$ cat src/rtl/gpio_edge_pkg.sv
// Package: register offsets and bus codes shared by the GPIO port modules.
package gpio_edge_pkg;
    localparam int          REG_AW    = 8;
    localparam logic [7:0]  OFS_DIN   = 8'h00;
    localparam logic [7:0]  OFS_DOUT  = 8'h04;
    localparam logic [7:0]  OFS_DIR   = 8'h08;
    localparam logic [7:0]  OFS_EDGE  = 8'h0C;
    localparam logic [7:0]  OFS_MASK  = 8'h10;
    localparam logic [7:0]  OFS_STAT  = 8'h14;
    localparam logic [7:0]  OFS_PEN   = 8'h18;
    localparam logic [1:0]  SIZE_HALF = 2'd1;
endpackage

$ cat src/rtl/gpio_in_sync.sv
// Module: gpio_in_sync
// Multi-stage synchronizer for asynchronous pin levels.
// Assumes: SYNC_STAGES >= 1; reset value of every stage is zero.
module gpio_in_sync #(
    parameter int NPINS       = 16,
    parameter int SYNC_STAGES = 2
) (
    input  logic             clk,
    input  logic             rst_n,
    input  logic [NPINS-1:0] pin_in,
    output logic [NPINS-1:0] pin_sync
);
    logic [SYNC_STAGES-1:0][NPINS-1:0] stage_q;

    generate
        if (SYNC_STAGES == 1) begin : g_one
            // Single capture stage.
            always_ff @(posedge clk) begin
                if (!rst_n) stage_q <= '0;
                else        stage_q[0] <= pin_in;
            end
        end else begin : g_chain
            // Shift chain: stage 0 captures the pins, each later stage follows.
            always_ff @(posedge clk) begin
                if (!rst_n) stage_q <= '0;
                else        stage_q <= {stage_q[SYNC_STAGES-2:0], pin_in};
            end
        end
    endgenerate

    assign pin_sync = stage_q[SYNC_STAGES-1];
endmodule

$ cat src/rtl/gpio_edge_status.sv
// Module: gpio_edge_status
// Detects the chosen transition per pin, keeps sticky status bits and
// drives the shared interrupt one cycle after status.
// Assumes: din is already synchronous; clr_vec is a one-cycle pulse vector.
module gpio_edge_status #(
    parameter int NPINS = 16
) (
    input  logic             clk,
    input  logic             rst_n,
    input  logic [NPINS-1:0] din,
    input  logic [NPINS-1:0] dir,
    input  logic [NPINS-1:0] edge_sel,
    input  logic [NPINS-1:0] mask,
    input  logic [NPINS-1:0] clr_vec,
    output logic [NPINS-1:0] status,
    output logic             irq
);
    logic [NPINS-1:0] prev_q;
    logic [NPINS-1:0] status_q;
    logic             irq_q;
    logic [NPINS-1:0] rise, fall, hit, set_vec;

    // Previous synchronized level, the reference for transition detection.
    always_ff @(posedge clk) begin
        if (!rst_n) prev_q <= '0;
        else        prev_q <= din;
    end

    // Qualify transitions by polarity, direction and mask.
    always_comb begin
        rise    = din & ~prev_q;
        fall    = ~din & prev_q;
        hit     = (rise & edge_sel) | (fall & ~edge_sel);
        set_vec = hit & dir & ~mask;
    end

    // Sticky status: a set in the same cycle overrides a clear.
    always_ff @(posedge clk) begin
        if (!rst_n) status_q <= '0;
        else        status_q <= (status_q & ~clr_vec) | set_vec;
    end

    // Interrupt follows the OR of status with one register of delay.
    always_ff @(posedge clk) begin
        if (!rst_n) irq_q <= 1'b0;
        else        irq_q <= |status_q;
    end

    assign status = status_q;
    assign irq    = irq_q;

    assert_w1c_R5: assert property (@(posedge clk) disable iff (!rst_n)
        1'b1 |=> ((status_q & $past(clr_vec & ~set_vec)) == '0));

    assert_set_wins_R7: assert property (@(posedge clk) disable iff (!rst_n)
        1'b1 |=> ((status_q & $past(set_vec)) == $past(set_vec)));

    assert_irq_lag_R6: assert property (@(posedge clk) disable iff (!rst_n)
        irq_q == $past(|status_q));
endmodule

$ cat src/rtl/gpio_edge_regs.sv
// Module: gpio_edge_regs
// Register file and read mux for the port; emits the status-clear vector.
// Assumes: one access per bus_sel cycle; read data is combinational.
module gpio_edge_regs
    import gpio_edge_pkg::*;
#(
    parameter int NPINS = 16
) (
    input  logic              clk,
    input  logic              rst_n,
    input  logic              bus_sel,
    input  logic              bus_write,
    input  logic [REG_AW-1:0] bus_addr,
    input  logic [1:0]        bus_size,
    input  logic [NPINS-1:0]  bus_wdata,
    output logic [NPINS-1:0]  bus_rdata,
    input  logic [NPINS-1:0]  din_sync,
    input  logic [NPINS-1:0]  status,
    output logic [NPINS-1:0]  dout,
    output logic [NPINS-1:0]  dir,
    output logic [NPINS-1:0]  edge_sel,
    output logic [NPINS-1:0]  mask,
    output logic [NPINS-1:0]  clr_vec
);
    logic [NPINS-1:0] dout_q, dir_q, edge_q, mask_q, pen_q;
    logic             acc_ok, wr_ok, rd_ok;

    // Decode a legal-size access.
    always_comb begin
        acc_ok = bus_sel && (bus_size == SIZE_HALF);
        wr_ok  = acc_ok && bus_write;
        rd_ok  = acc_ok && !bus_write;
    end

    // Writable configuration registers; all ones out of reset.
    always_ff @(posedge clk) begin
        if (!rst_n) begin
            dout_q <= '1;
            dir_q  <= '1;
            edge_q <= '1;
            mask_q <= '1;
            pen_q  <= '1;
        end else if (wr_ok) begin
            case (bus_addr)
                OFS_DOUT: dout_q <= bus_wdata;
                OFS_DIR:  dir_q  <= bus_wdata;
                OFS_EDGE: edge_q <= bus_wdata;
                OFS_MASK: mask_q <= bus_wdata;
                OFS_PEN:  pen_q  <= bus_wdata;
                default:  ;
            endcase
        end
    end

    // Status clear pulse from a legal write to the status offset.
    always_comb begin
        clr_vec = (wr_ok && bus_addr == OFS_STAT) ? bus_wdata : '0;
    end

    // Read mux; unmapped offsets and illegal sizes return zero.
    always_comb begin
        bus_rdata = '0;
        if (rd_ok) begin
            case (bus_addr)
                OFS_DIN:  bus_rdata = din_sync & pen_q;
                OFS_DOUT: bus_rdata = dout_q;
                OFS_DIR:  bus_rdata = dir_q;
                OFS_EDGE: bus_rdata = edge_q;
                OFS_MASK: bus_rdata = mask_q;
                OFS_STAT: bus_rdata = status;
                OFS_PEN:  bus_rdata = pen_q;
                default:  bus_rdata = '0;
            endcase
        end
    end

    assign dout     = dout_q;
    assign dir      = dir_q;
    assign edge_sel = edge_q;
    assign mask     = mask_q;

    assert_bad_size_R10: assert property (@(posedge clk) disable iff (!rst_n)
        (bus_sel && bus_write && bus_size != SIZE_HALF) |=>
        ($stable(dout_q) && $stable(dir_q) && $stable(edge_q) &&
         $stable(mask_q) && $stable(pen_q)));
endmodule

$ cat src/rtl/gpio_edge_port.sv
// Module: gpio_edge_port (top)
// Sixteen-pin GPIO port with per-pin edge polarity, masked sticky status
// and one shared interrupt.
// Assumes: pin_in is asynchronous; the bus is synchronous to clk.
module gpio_edge_port
    import gpio_edge_pkg::*;
#(
    parameter int NPINS       = 16,
    parameter int SYNC_STAGES = 2
) (
    input  logic              clk,
    input  logic              rst_n,
    input  logic              bus_sel,
    input  logic              bus_write,
    input  logic [REG_AW-1:0] bus_addr,
    input  logic [1:0]        bus_size,
    input  logic [NPINS-1:0]  bus_wdata,
    output logic [NPINS-1:0]  bus_rdata,
    input  logic [NPINS-1:0]  pin_in,
    output logic [NPINS-1:0]  pin_out,
    output logic [NPINS-1:0]  pin_oe,
    output logic              irq
);
    logic [NPINS-1:0] din_sync, dout, dir, edge_sel, mask, clr_vec, status;

    gpio_in_sync #(.NPINS(NPINS), .SYNC_STAGES(SYNC_STAGES)) u_sync (
        .clk(clk), .rst_n(rst_n), .pin_in(pin_in), .pin_sync(din_sync)
    );

    gpio_edge_regs #(.NPINS(NPINS)) u_regs (
        .clk(clk), .rst_n(rst_n),
        .bus_sel(bus_sel), .bus_write(bus_write), .bus_addr(bus_addr),
        .bus_size(bus_size), .bus_wdata(bus_wdata), .bus_rdata(bus_rdata),
        .din_sync(din_sync), .status(status),
        .dout(dout), .dir(dir), .edge_sel(edge_sel), .mask(mask),
        .clr_vec(clr_vec)
    );

    gpio_edge_status #(.NPINS(NPINS)) u_stat (
        .clk(clk), .rst_n(rst_n), .din(din_sync), .dir(dir),
        .edge_sel(edge_sel), .mask(mask), .clr_vec(clr_vec),
        .status(status), .irq(irq)
    );

    // Output drive: enabled where direction is 0; re-driven on any change.
    always_comb begin
        pin_oe  = ~dir;
        pin_out = dout & ~dir;
    end

    assert_gate_R4: assert property (@(posedge clk) disable iff (!rst_n)
        1'b1 |=> (((status & ~$past(status)) & ~($past(dir) & ~$past(mask))) == '0));
endmodule

$ cat config.mk
export PLATFORM = sky130hd
export DESIGN_NAME = gpio_edge_port
export DESIGN_NICKNAME = d
export VERILOG_FILES = /design/src/rtl/gpio_edge_pkg.sv /design/src/rtl/gpio_in_sync.sv /design/src/rtl/gpio_edge_status.sv /design/src/rtl/gpio_edge_regs.sv /design/src/rtl/gpio_edge_port.sv
export SDC_FILE = /design/constraint.sdc
export NUM_CORES = 1
export LEC_CHECK = 0
export ABC_AREA = 1
export CAP_MARGIN = 20
export CORE_MARGIN = 1
export CORE_UTILIZATION = 40
export DETAILED_ROUTE_END_ITERATION = 6
export DONT_BUFFER_PORTS = 1
export GPL_TIMING_DRIVEN = 0
export REMOVE_ABC_BUFFERS = 1
export SLEW_MARGIN = 20
export SYNTH_ARGS = -nofsm -noshare
export SYNTH_HDL_FRONTEND = slang
export SYNTH_SLANG_ARGS = --single-unit
$ cat constraint.sdc
create_clock -name clk -period 1.25 [get_ports clk]
set_clock_uncertainty 0.2 [all_clocks]
set_input_delay 0 -clock clk [delete_from_list [all_inputs] [get_ports clk]]
set_output_delay 0 -clock clk [all_outputs]
set_load 0.01 [all_outputs]
Word-level counts from Yosys, hierarchy flattened:

Cells that the tools add are included.

* register bits: 145
* bits in latches: 0
* RAM bits: 0
* bits in read-only memories: 0
* input port bits: 46
* output and inout bits: 49
* logic and storage cells: 49
* memories kept: 0

* $add $sub $neg: 0
* multipliers: 0
* div/mod/pow operators: 0
* $lt $le $gt $ge: 0
* equality and inequality tests: 7
* shift-type cells: 0
* multiplexer cells: 3
* bitwise logic cells: 17
* reduce and logical (&&, ||, !) cells: 12

Operators by type and width (number)
* $and A16 B16 Y16: 9
* $pmux W16 S7: 1
* $not A16 Y16: 6
* $mux W16: 2
* $or A16 B16 Y16: 2
* $eq A8 B5 Y1 const B: 3
* $eq A8 B4 Y1 const B: 2
* $reduce_or A16 Y1: 1
* $reduce_and A2 Y1: 5
* $eq A8 B3 Y1 const B: 1
* $logic_not A8 Y1: 1
* $logic_and A1 B1 Y1: 4
* $eq A2 B1 Y1 const B: 1
* $logic_not A1 Y1: 1

Logic depth before layout (Yosys ltp):

Gate-level depths: netlist (run 1).

* depth in word-level cells: 8
* depth in mapped cells: 9
* mapped depth without buffers: 8

Modules after synthesis:

Synthesis (run 1) repeated with hierarchy kept, for this count alone.

* cells, all modules: 1070
* area total of the unflattened synthesis: 7335.8 sq um

By module, submodules not included
* gpio_edge_regs: times used 1, cells an instance 632, area an instance 4379.2 sq um, seq. area each 1601.5 sq um
* gpio_edge_status: times used 1, cells an instance 275, area an instance 1701.6 sq um, seq. area each 660.6 sq um
* gpio_in_sync: times used 1, cells an instance 115, area an instance 1034.7 sq um, seq. area each 640.6 sq um
* gpio_edge_port: times used 1, cells an instance 48, area an instance 220.2 sq um, seq. area each 0.0 sq um

Worst setup path after synthesis (run 1):

Ideal clock, no wire load.

* path kind: input to register
* from: input port bus_sel
* to: register u_regs.pen_q[10]
* library setup time: 134 ps
* data arrival time: 926 ps
* data required time: 916 ps
* path slack: -10 ps
* stages: 8
* path buffers: 1
* cells stage by stage: inv_1 > nor2_2 > nand3_4 > nor3_4 > inv_2 > buf_6 > nand2_1 > nand3_1

* longest elaborated chain between the ends: 3

Ends and longest elaborated chain
* start: declaration: line gpio_edge_port.sv:13 `input logic bus_sel,`
* $logic_and A1 B1 Y1: line gpio_edge_regs.sv:30 `acc_ok = bus_sel && (bus_size == SIZE_HALF);`
* $logic_and A1 B1 Y1: line gpio_edge_regs.sv:31 `wr_ok = acc_ok && bus_write;`
* $reduce_and A2 Y1 (no source line)
* end signal: assignment: line gpio_edge_regs.sv:49 `OFS_PEN: pen_q <= bus_wdata;`
* end: declaration: line gpio_edge_regs.sv:25 `logic [NPINS-1:0] dout_q, dir_q, edge_q, mask_q, pen_q;`

Every way passes these cells.
A chain may end at the register's enable or synchronous reset.

Worst setup path in the final report (run 1):

* from: input port bus_addr[5]
* to: output port bus_rdata[12]

* longest elaborated chain between the ends: 3
* elaborated cells on any way between the ends: 9
* classes of those cells: eq/ne: 6; mux: 2; reduce/logical: 1

Ends and longest elaborated chain
* start: declaration: line gpio_edge_port.sv:15 `input logic [REG_AW-1:0] bus_addr,`
* $eq A8 B5 Y1 (tied with other cells): line gpio_edge_regs.sv:64 `case (bus_addr)`
* $pmux W16 S7 (*): line gpio_edge_regs.sv:64
* $mux W16 (*): line gpio_edge_regs.sv:63 `if (rd_ok) begin`
* end: declaration: line gpio_edge_port.sv:18 `output logic [NPINS-1:0] bus_rdata,`

Mark *: on every way between the ends. The rest lies on a longest branch, timed or not.

==> flow_summary.json, run 1 <==
{
  "max_cap_violations": 0,
  "synth_enable_flop_cells": 0,
  "cts.reportedPaths.clkPinSlew_ns": 0.05,
  "max_freq_mhz": 688,
  "crit_path_start_kind": "primary input",
  "r2r_setup_slack_ns": -0.07,
  "violations": "hold timing, setup timing",
  "worst_path_largest_cell_delay_ns": 0.36,
  "synthDistinctLibCells": 29,
  "critPathMaxFanout": 7,
  "synth.cell_area_um2": 6670,
  "numCtsBuffers": 17,
  "synth.top_cells.by_area": "sky130_fd_sc_hd__dfxtp_1 44%, sky130_fd_sc_hd__nand2_1 16%, sky130_fd_sc_hd__nand3_1 11%, sky130_fd_sc_hd__inv_1 6.8%, sky130_fd_sc_hd__nor2_1 4.7%",
  "first_global_vias": 6119,
  "power.static_leakage_nw": 4.29,
  "grt_start_max_net_pins": 130,
  "postSynthCellCount": 968,
  "floorplan.initialDensity_pct": 41.6,
  "synth.largest_area_cell": "sky130_fd_sc_hd__dfxtp_1",
  "numPlacedInstances": 1143,
  "final-setup-viol-count": 17,
  "worstRegToRegCells": 4,
  "placement.io_buffers": 0,
  "drt_iter0_markers": 576,
  "timing.hold.worst.class": "in -> reg",
  "gpl.final_weighted_congestion": 0.787,
  "n_fill_cell": 1493,
  "placeableCoreArea_um2": 16100,
  "dp_hpwl_um": 11400,
  "timing.max_slew.rel_slack_pct": 59.0,
  "grt_antenna_before_repair": 0,
  "slowest_stage": "sky130_fd_sc_hd__a21oi_2",
  "final_cells": 1269,
  "clk_latency_ns": 0.42,
  "synth_top_area_share_pct": 43.5,
  "design.die.area_um2": 17200,
  "critical_path.cell_chain": "inv_1 -> nand2_1 -> nor2_4 -> nand2_1 -> nand2_1 -> nand3_2 -> a21oi_2",
  "die_height_um": 131,
  "crit_path_frequent_cell": "sky130_fd_sc_hd__nand2_1",
  "std_cell_rows": 46,
  "finalSetupTns_ns": -2.47,
  "post_drt_via_cell_ratio": 5.10,
  "unrepaired_setup_endpoints_after_global_routing": "true",
  "floorplan.die.width_um": 131,
  "timing.rr.start": "u_stat.status[14]",
  "num-nets-final": 1087,
  "ioPinCount": 95,
  "cts_hold_repair.buffers": 62,
  "via_total_after_detailed_routing": 6468,
  "final.period_utilization_pct": 116,
  "final_critical_path_setup_slack_ns": -0.204,
  "routed_wl_um": 21100,
  "grt_first_pass_wirelength_um": 33400,
  "crit_required_ns": 1.05,
  "asyncSetResetFlopFracSynth_pct": 0,
  "power_density_nw_per_um2": 1240,
  "max-vdd-ir-drop_mv": 0.966,
  "hold_viol": 123,
  "worst_hold_path.endpoint": "u_regs.mask[1]",
  "clock_tree.root_cell": "sky130_fd_sc_hd__clkbuf_16",
  "hold_path_depth": 1,
  "fraction_of_final_layout_cells_with_drive_strength_greater_than_1_pct": 20.8,
  "final_critical_path_required_period_ns": 1.45,
  "synth_sequential_area_ratio_pct": 43.5,
  "syn-mean-instance-area_um2": 6.89,
  "rr_endpoint": "u_stat.irq",
  "groute.usage.overall_pct": 25.1,
  "worstPathBufferInverterCount": 1,
  "syn_to_final_growth_pct": 30.2,
  "final_antenna_net_count": 0,
  "cp_data_arrival_time_ns": 1.25,
  "min-delay-start": "rst_n",
  "status": "finished with violations",
  "synth_warnings": 0,
  "globalRoute.totalOverflow": 0,
  "setup.worst_path.end_class": "output port",
  "synth.ff_latch_count": 145,
  "firstDrtPassIters": 6,
  "clock_tree_from_tritoncts": "done",
  "critical-path-top-delay-family": "simple AND/OR/NAND/NOR gates",
  "timing_worst_setup_path_type": "in -> out",
  "antennaDiodeCount": 0,
  "worstMarginPinSlew_ns": 0.612,
  "h_tree_depth_reported_by_cts": 4,
  "detail_route.drc_violations": 0,
  "cts_buffer_depth": 2,
  "ys_dominant_reg_cell": "sky130_fd_sc_hd__dfxtp_1",
  "hold_ws_ns": -0.517,
  "wl_per_cell_um": 16.6,
  "cts.sink_count": 145,
  "slew_viol_final": 0
}
## layout make-up
type	instances	area, um^2	area share, %
Clock buffer	22	494	5.69
Clock inverter	9	153	1.76
Inverter	129	515	5.93
Multi-Input combinational cell	651	3210	37.0
Sequential cell	145	3010	34.6
Tap cell	216	270	3.11
Timing Repair Buffer	97	1030	11.9
## cells by family (layout without fill, tap and decap cells)
logic type	Yosys count	count (layout)	share of synthesized area, %
simple gates	552	554	36.9
buf+inv	174	257	11.0
flops	145	145	43.5
compound gates	97	97	8.55
## layout by cell type, fill, tap and decap left out, types with 17 or more instances in the layout
cell type                         n
sky130_fd_sc_hd__nand2_1        281
sky130_fd_sc_hd__nand3_1        143
sky130_fd_sc_hd__inv_1          115
sky130_fd_sc_hd__nor2_1          75
sky130_fd_sc_hd__dfxtp_2         73
sky130_fd_sc_hd__dfxtp_1         68
sky130_fd_sc_hd__dlygate4sd3_1   54
sky130_fd_sc_hd__o211ai_1        33
sky130_fd_sc_hd__a21oi_1         29
sky130_fd_sc_hd__buf_4           28
sky130_fd_sc_hd__a21oi_2         18
sky130_fd_sc_hd__clkbuf_16       17
## routing by layer
| layer | routed length (um) | GRT usage, % | up-vias | share of wire (%) |
|---|---|---|---|---|
| li1 | - | - | 3228 | - |
| met1 | 9470 | 33.7 | 2986 | 45 |
| met2 | 9650 | 40.1 | 232 | 46 |
| met3 | 1710 | 5.79 | 22 | 8.1 |
| met4 | 263 | 6.99 | 0 | 1.2 |
| met5 | 0 | 0 | - | 0 |
## sequential cells by signal (all words and copies together), names as in the netlist
name and cells:
u_regs.dir 16, u_regs.dout 16, u_regs.edge_sel 16, u_regs.mask 16, u_regs.pen_q 16, u_stat.prev_q 16, u_stat.status 16, u_sync.pin_sync 16
u_sync.stage_q 16, u_stat.irq 1
## what timing repair did
item                                   in CTS  in global routing
pin swaps                                  26                 34
cloned                                      2                  0
setup endpoints to repair                  82                 67
endpoints found under the hold margin     145                123
buffers inserted                           25                 15
gates resized for setup                   100                 42
## power by group
group | leakage (nW) | switching [mW] | total [mW] | internal [mW]
registers | 1.17 | 0.0286 | 4.71 | 4.68
logic | 2.80 | 0.271 | 0.485 | 0.215
clock network | 0.322 | 1.95 | 5.54 | 3.59
## cells in the mapped netlist (2+ instances only)
cell                       instances
sky130_fd_sc_hd__inv_2             6
sky130_fd_sc_hd__nor2_2            5
sky130_fd_sc_hd__o211ai_1         33
sky130_fd_sc_hd__clkinv_1          2
sky130_fd_sc_hd__nand3_2           2
sky130_fd_sc_hd__buf_2            16
sky130_fd_sc_hd__nor2_4            5
sky130_fd_sc_hd__buf_6             4
sky130_fd_sc_hd__dfxtp_1         145
sky130_fd_sc_hd__a21oi_1          47
sky130_fd_sc_hd__o21ai_0          16
sky130_fd_sc_hd__nor4_1            4
sky130_fd_sc_hd__nand2_4           2
sky130_fd_sc_hd__nand3_1         145
sky130_fd_sc_hd__nor2_1           84
sky130_fd_sc_hd__buf_1             2
sky130_fd_sc_hd__inv_1           120
sky130_fd_sc_hd__buf_4             8
sky130_fd_sc_hd__nand3b_1         15
sky130_fd_sc_hd__clkbuf_1         15
sky130_fd_sc_hd__nand3_4           2
sky130_fd_sc_hd__nand2_1         283
## through the flow
| stage | hold slack, ns | cell area [um^2] | power (mW) | utilization [%] | worst slack (ns) |
|---|---|---|---|---|---|
| after floorplan | -0.116 | 6420 | 4.98 | - | -0.526 |
| after global placement | -0.102 | 6690 | 5.04 | 41.7 | -1.53 |
| after detailed placement | -0.0965 | 6790 | 5.06 | 42.3 | -1.30 |
| after CTS | -0.535 | 8540 | 10.8 | 53.2 | -0.192 |
| after global routing | -0.525 | 8690 | 11.0 | 54.1 | -0.266 |
| final | -0.517 | 8690 | 10.7 | 54.1 | -0.204 |
## worst reg2reg max path, cell delays in order, from the launching register on
cell and delay [ns]:
sky130_fd_sc_hd__dfxtp_2 0.34, sky130_fd_sc_hd__nor4_2 0.38, sky130_fd_sc_hd__nand2_1 0.09, sky130_fd_sc_hd__nor2_1 0.10, sky130_fd_sc_hd__nor2_1 0.07
## worst max-delay path by stage
| stage | startpoint | to | slack (ns) | cells after the start |
|---|---|---|---|---|
| 3_5_place_dp | bus_addr[7] | u_regs.dout[14] | -1.30 | 6 |
| 3_3_place_gp | bus_sel | u_regs.dir[3] | -1.53 | 5 |
| 6_report | bus_addr[5] | bus_rdata[12] | -0.20 | 7 |
| 2_1_floorplan | bus_sel | u_regs.dir[0] | -0.53 | 5 |
| 4_1_cts | u_sync.pin_sync[12] | bus_rdata[12] | -0.19 | 6 |
| 5_1_grt | u_sync.pin_sync[7] | bus_rdata[7] | -0.27 | 6 |
No activity file was read; power rests on OpenSTA's default activity.
==> inputs of run 2 (changes only) <==
==> constraint.sdc (replaced) <==
create_clock -name clk -period 1.25 [get_ports clk]
set_clock_uncertainty 0.2 [all_clocks]
set_input_delay 0.0625 -clock clk [delete_from_list [all_inputs] [get_ports clk]]
set_output_delay 0.0625 -clock clk [all_outputs]
set_load 0.01 [all_outputs]
==> flow_summary.json, run 2 (synthesis gave the netlist of run 1 again) <==
{
  "power_density_nw_per_um2": 1220,
  "placeableCoreArea_um2": 16100,
  "worstMarginPinSlew_ns": 0.614,
  "cts_buffer_depth": 2,
  "final_critical_path_required_period_ns": 1.50,
  "finalSetupTns_ns": -3.37,
  "grt_antenna_before_repair": 0,
  "crit_path_start": "u_stat.status[13]",
  "hold_ws_ns": -0.449,
  "numPlacedInstances": 1143,
  "floorplan.die.width_um": 131,
  "placement.io_buffers": 0,
  "slowest_stage": "sky130_fd_sc_hd__dfxtp_4",
  "syn_to_final_growth_pct": 32.2,
  "setup.worst_path.end_class": "output port",
  "detailedPlace.worstSlack_ns": -1.36,
  "numCtsBuffers": 17,
  "cts.reportedPaths.clkPinSlew_ns": 0.06,
  "detail_route.drc_violations": 0,
  "num-nets-final": 1092,
  "design.die.area_um2": 17200,
  "dp_hpwl_um": 11400,
  "clock_tree.root_cell": "sky130_fd_sc_hd__clkbuf_16",
  "worst_path_largest_cell_delay_ns": 0.38,
  "unrepaired_setup_endpoints_after_global_routing": "true",
  "clock_tree_from_tritoncts": "done",
  "share_of_the_core_filled_with_cells_pct": 54.9,
  "drt_iter0_markers": 579,
  "h_tree_depth_reported_by_cts": 4,
  "critical_path.cell_chain": "nand3_2 -> nand2_1 -> nor2_1 -> a21oi_2",
  "dpl_cell_area_um2": 6790,
  "slew_viol_final": 0,
  "post_drt_via_cell_ratio": 5.07,
  "grt_start_max_net_pins": 130,
  "min-delay-start": "rst_n",
  "critPathMaxFanout": 3,
  "max-vdd-ir-drop_mv": 0.965,
  "max_freq_mhz": 665,
  "final_critical_path_setup_slack_ns": -0.254,
  "die_height_um": 131,
  "final-setup-viol-count": 17,
  "power.static_leakage_nw": 4.31,
  "crit_required_ns": 0.99,
  "final_cells": 1274,
  "status": "finished with violations",
  "cts_hold_repair.buffers": 62,
  "groute.usage.overall_pct": 25.3,
  "violations": "hold timing, setup timing",
  "clk_latency_ns": 0.42,
  "routed_wl_um": 21300,
  "mostFrequentLayoutCells": "278 x sky130_fd_sc_hd__nand2_1, 142 x sky130_fd_sc_hd__nand3_1, 111 x sky130_fd_sc_hd__inv_1",
  "final_antenna_net_count": 0,
  "cp_data_arrival_time_ns": 1.24,
  "ioPinCount": 95,
  "max_cap_violations": 0,
  "globalRoute.totalOverflow": 0,
  "grt_first_pass_wirelength_um": 33700,
  "timing_worst_setup_path_type": "reg -> out",
  "firstDrtPassIters": 5,
  "fin_area_um2": 8820,
  "std_cell_rows": 46,
  "timing.max_slew.rel_slack_pct": 58.8,
  "floorplan.initialDensity_pct": 41.6,
  "first_global_vias": 6197,
  "antennaDiodeCount": 0,
  "fraction_of_final_layout_cells_with_drive_strength_greater_than_1_pct": 23.9,
  "final.period_utilization_pct": 120,
  "crit_path_start_kind": "register",
  "layout.cells.most_common": "sky130_fd_sc_hd__nand2_1",
  "wl_per_cell_um": 16.7,
  "via_total_after_detailed_routing": 6453,
  "timing.hold.worst.class": "in -> reg",
  "cts.sink_count": 145,
  "timing.rr.start": "u_stat.status[4]",
  "gpl.final_weighted_congestion": 0.787,
  "hold_viol": 122
}
## run 2: stage by stage
| stage | total power, mW | hold WS, ns |
|---|---|---|
| after detailed placement | 5.06 | -0.0340 |
| after floorplan | 4.98 | -0.0534 |
| after CTS | 10.8 | -0.472 |
| after global routing | 11.0 | -0.463 |
| after global placement | 5.04 | -0.0394 |
| final | 10.7 | -0.449 |
## run 2: metal layers
layer / part of all wire (%) / track usage [%] / vias up
li1: - / - / 3233
met1: 45 / 34.2 / 2965
met2: 45 / 39.5 / 229
met3: 7.8 / 5.75 / 26
met4: 1.4 / 8.69 / 0
met5: 0 / 0 / -
## run 2: power by group
group | total [mW] | switching, mW | internal, mW
clock network | 5.53 | 1.94 | 3.59
logic | 0.492 | 0.277 | 0.215
registers | 4.71 | 0.0284 | 4.68
total | 10.7 | 2.24 | 8.48
## run 2: repair_timing
item / CTS / global route
pin swaps: 30 / 42
gates resized for setup: 125 / 61
hold endpoints to repair: 145 / 122
cloned: 3 / 0
setup buffers: 27 / 17
endpoints found under the setup margin: 94 / 84
## run 2: final timing paths
kind	to	slack, ns	cells after the start
setup / recovery	bus_rdata[13]	-0.25	4
hold / removal	u_regs.mask[1]	-0.45	1
setup reg to reg	u_stat.irq	-0.04	5
hold reg to reg	u_sync.pin_sync[4]	0.20	2
## run 2: final cells by class
| cell class | instances | area [um^2] |
|---|---|---|
| clock buffers | 22 | 494 |
| clock inverters | 9 | 153 |
| fillers | 1480 | 7240 |
| inverters | 129 | 527 |
| multi-input cells | 651 | 3310 |
| flip-flops and latches | 145 | 3020 |
| well taps | 216 | 270 |
| repair buffers | 101 | 1030 |
| repair inverters | 1 | 8.76 |
## run 2: critical path: cells and delay by family (launching register included)
family           cells  cell delay (ns)
flip-flops           1             0.38
AND/OR/NAND/NOR      3             0.24
AO/OA/AOI/OAI        1             0.20
